File: src/rtl/seqdet_pkg.sv
package seqdet_pkg;

  localparam int STATE_W = 3;
  localparam int HIST_W  = 3;

  // State codes (binary); 6 and 7 are unused
  localparam logic [STATE_W-1:0] ST_IDLE   = 3'd0; // nothing useful seen
  localparam logic [STATE_W-1:0] ST_ONE    = 3'd1; // ends in lone 1
  localparam logic [STATE_W-1:0] ST_ONEONE = 3'd2; // ends in 11
  localparam logic [STATE_W-1:0] ST_ONEZRO = 3'd3; // ends in 10, no match
  localparam logic [STATE_W-1:0] ST_HIT110 = 3'd4; // just matched 110
  localparam logic [STATE_W-1:0] ST_HIT101 = 3'd5; // just matched 101

  function automatic logic state_legal(input logic [STATE_W-1:0] s);
    return (s <= ST_HIT101);
  endfunction

  // Transition function of the reduced machine
  function automatic logic [STATE_W-1:0] step_state(
    input logic [STATE_W-1:0] cur,
    input logic               b
  );
    case (cur)
      ST_IDLE:   return b ? ST_ONE    : ST_IDLE;
      ST_ONE:    return b ? ST_ONEONE : ST_ONEZRO;
      ST_ONEONE: return b ? ST_ONEONE : ST_HIT110;
      ST_ONEZRO: return b ? ST_HIT101 : ST_IDLE;
      ST_HIT110: return b ? ST_HIT101 : ST_IDLE;
      ST_HIT101: return b ? ST_ONEONE : ST_ONEZRO;
      default:   return ST_IDLE;
    endcase
  endfunction

  // Flag decode: a function of state only
  function automatic logic state_flag(input logic [STATE_W-1:0] s);
    return (s == ST_HIT110) || (s == ST_HIT101);
  endfunction

  // Pattern test on a bit history, oldest bit in the MSB
  function automatic logic hist_match(input logic [HIST_W-1:0] h);
    return (h == 3'b110) || (h == 3'b101);
  endfunction

endpackage

File: src/rtl/seqdet_next.sv
module seqdet_next
  import seqdet_pkg::*;
(
  input  logic [STATE_W-1:0] cur_state,
  input  logic               bit_in,
  output logic [STATE_W-1:0] nxt_state
);

  always_comb begin
    nxt_state = step_state(cur_state, bit_in);
  end

endmodule

File: src/rtl/seqdet_state_reg.sv
module seqdet_state_reg
  import seqdet_pkg::*;
(
  input  logic               clk,
  input  logic               rst,
  input  logic [STATE_W-1:0] nxt_state,
  output logic [STATE_W-1:0] state_q
);

  always_ff @(posedge clk) begin
    if (rst) state_q <= ST_IDLE;
    else     state_q <= nxt_state;
  end


  rst_to_idle_chk: assert property (@(posedge clk) rst |=> (state_q == ST_IDLE));


  legal_state_chk: assert property (@(posedge clk) disable iff (rst)
    state_legal(state_q));

endmodule

File: src/rtl/seqdet_decode.sv
module seqdet_decode
  import seqdet_pkg::*;
(
  input  logic [STATE_W-1:0] state_q,
  output logic               flag,
  output logic               hit_110,
  output logic               hit_101
);

  always_comb begin
    hit_110 = (state_q == ST_HIT110);
    hit_101 = (state_q == ST_HIT101);
    flag    = state_flag(state_q);
  end

endmodule

File: src/rtl/dual_pattern_detector.sv
module dual_pattern_detector
  import seqdet_pkg::*;
(
  input  logic clk,
  input  logic rst,
  input  logic din,
  output logic det_o
);

  logic [STATE_W-1:0] state_q;
  logic [STATE_W-1:0] nxt_state;
  logic               hit_110;
  logic               hit_101;

  seqdet_next u_next (
    .cur_state (state_q),
    .bit_in    (din),
    .nxt_state (nxt_state)
  );

  seqdet_state_reg u_reg (
    .clk       (clk),
    .rst       (rst),
    .nxt_state (nxt_state),
    .state_q   (state_q)
  );

  seqdet_decode u_dec (
    .state_q (state_q),
    .flag    (det_o),
    .hit_110 (hit_110),
    .hit_101 (hit_101)
  );

  // Count of bits taken since reset, saturating at the history depth
  logic [1:0] seen_q;
  always_ff @(posedge clk) begin
    if (rst)                seen_q <= 2'd0;
    else if (seen_q != 2'd3) seen_q <= seen_q + 2'd1;
  end


  hit_110_chk: assert property (@(posedge clk) disable iff (rst)
    hit_110 |-> ($past(din, 3) && $past(din, 2) && !$past(din)));


  hit_101_chk: assert property (@(posedge clk) disable iff (rst)
    hit_101 |-> ($past(din, 3) && !$past(din, 2) && $past(din)));


  overlap_chk: assert property (@(posedge clk) disable iff (rst)
    (hit_110 && din) |=> hit_101);


  history_chk: assert property (@(posedge clk) disable iff (rst)
    (seen_q == 2'd3) |-> (det_o == hist_match({$past(din, 3), $past(din, 2), $past(din)})));


  fresh_chk: assert property (@(posedge clk) disable iff (rst)
    det_o |-> (seen_q == 2'd3));

endmodule

File: config.mk
export PLATFORM = sky130hd
export DESIGN_NAME = dual_pattern_detector
export DESIGN_NICKNAME = d
export VERILOG_FILES = /design/src/rtl/seqdet_pkg.sv /design/src/rtl/seqdet_next.sv /design/src/rtl/seqdet_state_reg.sv /design/src/rtl/seqdet_decode.sv /design/src/rtl/dual_pattern_detector.sv
export SDC_FILE = /design/constraint.sdc
export NUM_CORES = 1
export LEC_CHECK = 0
export BUFFER_PORTS_ARGS = -buffer_cell sky130_fd_sc_hd__buf_2
export CAP_MARGIN = 20
export CORE_AREA = 4 4 41 43
export CTS_CLUSTER_SIZE = 25
export DETAILED_ROUTE_END_ITERATION = 7
export DIE_AREA = 0 0 45 47
export PLACE_DENSITY_LB_ADDON = 0.15
export SLEW_MARGIN = 10
export SYNTH_ARGS = -nofsm -noshare
export SYNTH_HDL_FRONTEND = slang
export SYNTH_HIERARCHICAL = 1
export SYNTH_SLANG_ARGS = --single-unit
export TNS_END_PERCENT = 5
File: constraint.sdc
create_clock -name clk -period 2.5 [get_ports clk]
set_input_delay 0.75 -clock clk [delete_from_list [all_inputs] [get_ports clk]]
set_output_delay 0.75 -clock clk [all_outputs]
set_load 0.03 [all_outputs]
==> metrics.md <==
| Metric | Value |
|---|---|
| Lkg Pwr | 0.0887 nW |
| TritonCTS Buffers | 3 |
| Worst path max stage delay | 0.36 ns |
| Initial drt markers | 1 |
| Fmax | 594 MHz |
| Clk_skew | 0.0102 ns |
| Status | completed |
| CP Launch Type | flip-flop |
| GPL Wtd Cong | 0.610 |
| Reg2reg setup slack | 1.36 ns |
| Top delay family on crit path | flip-flops |
| Max-cap viol count | 0 |
| Worst Hold Class | reg2reg |
| Sw Share | 23.8% |
| Seq pwr share | 35.6% |
| Final Power | 0.000159 W |
| Worst path cell trace | nor2b_1 -> buf_2 |
| NumNets Final | 27 |
| Peak supply drop | 0.119 mV |
| ANT cells | 0 |
| Port bufs | 3 |
| Critical path peak fanout | 5 |
| Largest Register | u_reg/state_q |
| Reg-to-Reg End | u_reg/state_q[2]$_SDFF_PP0_ |
| Antenna violations before repair | 0 |
| Final ANT Viol Nets | 0 |
| GRT overflow | 0 |
| Vias in the first global route | 146 |
| Fraction of layout cells with a size suffix above 1 | 30.4% |
| Clk slew on worst S/H paths | 0.04 ns |
| CP required | 1.75 ns |
| Post-layout min period | 1.68 ns |
| First drt pass iteration count | 2 |
| RSZ-0062 raised after global routing | false |
| Setup crit start | u_reg/state_q[2]$_SDFF_PP0_ |
| Max reg flops | 3 |
| Synthesized cell area | 160 sq um |
| Clock share of power | 54.7% |
| Routed length per instance | 8.92 um |
| Cell Pwr Density | 721 nW/um^2 |
| CTS Root Cell | clkbuf_4 |
| Row cnt | 13 |
| Rel. slew slack | 84.9% |
| TritonCTS clock tree | yes |
| NetSw | 0.0000378 W |
| DRC violations left | 0 |
| Largest net degree at the start of global routing | 9 |
| Final Cycle Share | 67.4% |
| Crit path depth | 2 |
| Die Wd | 45 um |
| CORE AREA | 1300 sq um |
| Part of the power in combinational logic | 9.7% |
| Max-slew violations | 0 |
| Worst setup endpoint | det_o |
| Resized Gates After CTS | 0 |
| Worst-Margin Slew | 0.226 ns |
| Starting density of the core | 12.3% |
| CTS Hold Bufs | 0 |
| Total Wirelength | 339 um |
| Hold_ws | 0.651 ns |
| Worst path arrival time | 0.93 ns |
| Crit path max-delay cell type | dfxtp_1 |
| Fin. Hold Viols | 0 |
| Vias | 139 |
| Setup bufs post-CTS | 0 |
| Final setup fails | 0 |
| Clk Latency, worst-skew pair | 0.24 ns |
| GRT Total Usage | 4.65% |
| Die footprint | 2120 sq um |
| Synth Instances | 16 |
| Clk buf depth | 2 |
| Setup TNS | 0 ns |
| H-tree levels | 1 |
| Clock Sinks | 3 |
| DR vias/cell | 3.66 |
| Synth warn | 6 |
| Top Registers | u_reg/state_q (3) |
| Critical path class | reg2out |
| Cell depth of the worst flop-to-flop path | 3 |
| Ports | 4 |
| First-pass GRT wire length | 634 um |
| Area grow syn2layout | 37.5% |
| Syn Nets | 19 |
| Critical path buffer and inverter count | 1 |
| Post-DP HPWL | 240 um |
| Internal power | 0.000121 W |
| Setup crit end kind | output pin |
| Die H | 47 um |
| Reg2reg start | u_reg/state_q[0]$_SDFF_PP0_ |
| Syn_area_per_cell | 10.0 sq um |
==> through the flow <==
stage                     instance area, sq um  worst slack [ns]  utilization (%)  instances
after floorplan                            160             0.952                -         16
after global placement                     194             0.907             14.9         34
after detailed placement                   194             0.882             14.9         34
after CTS                                  220             0.796             16.9         38
after global routing                       220             0.743             16.9         38
final                                      220             0.816             16.9         38
==> power groups by stage <==
| stage | clock [W] | combinational (W) | sequential [W] |
|---|---|---|---|
| floorplan | 0 | 0.0000114 | 0.0000557 |
| global placement | 0 | 0.0000156 | 0.0000573 |
| detailed placement | 0 | 0.0000157 | 0.0000574 |
| CTS | 0.0000912 | 0.0000158 | 0.0000566 |
| global route | 0.0000974 | 0.0000175 | 0.0000576 |
| finish | 0.0000868 | 0.0000154 | 0.0000566 |
==> cell usage in the layout (no fill, tap or decap), drive strengths merged <==
| master | count |
|---|---|
| or3b | 2 |
| or4bb | 1 |
| dfxtp | 3 |
| nand3 | 2 |
| nor2b | 4 |
| buf | 3 |
| nand4b | 1 |
| clkbuf | 4 |
| mux2i | 1 |
| or4b | 1 |
| nand3b | 1 |
==> worst reg2reg max path: stages, from the launching register on <==
cell and delay, ns:
dfxtp_1 0.35, or4b_1 0.54, nand3_1 0.08, nor2b_1 0.11
==> cell type report <==
| cell class | instances | area, sq um |
|---|---|---|
| Clock buffer | 4 | 26.3 |
| Fill cell | 157 | 1080 |
| Multi-Input combinational cell | 13 | 100 |
| Sequential cell | 3 | 60.1 |
| Tap cell | 15 | 18.8 |
| Timing Repair Buffer | 3 | 15.0 |
==> metal layers <==
layer	global-route usage, %	vias to the layer above	wire length (um)	part of all wire, %
li1	-	74	-	-
met1	4.30	62	145	43
met2	6.78	3	169	50
met3	3.83	0	25	7.4
met4	3.51	0	0	0
met5	0	-	0	0
==> worst min-delay path by stage <==
stage | endpoint | cells after the start | start | slack (ns)
6_report | u_reg/state_q[1]$_SDFF_PP0_ | 2 | u_reg/state_q[0]$_SDFF_PP0_ | 0.65
5_1_grt | u_reg/state_q[1]$_SDFF_PP0_ | 2 | u_reg/state_q[0]$_SDFF_PP0_ | 0.70
4_1_cts | u_reg/state_q[1]$_SDFF_PP0_ | 2 | u_reg/state_q[1]$_SDFF_PP0_ | 0.66
3_5_place_dp | u_reg/state_q[1]$_SDFF_PP0_ | 2 | u_reg/state_q[0]$_SDFF_PP0_ | 0.63
3_3_place_gp | u_reg/state_q[1]$_SDFF_PP0_ | 2 | u_reg/state_q[0]$_SDFF_PP0_ | 0.63
2_1_floorplan | u_reg/state_q[1]$_SDFF_PP0_ | 2 | u_reg/state_q[0]$_SDFF_PP0_ | 0.59
(Power assumes the default switching activity.)
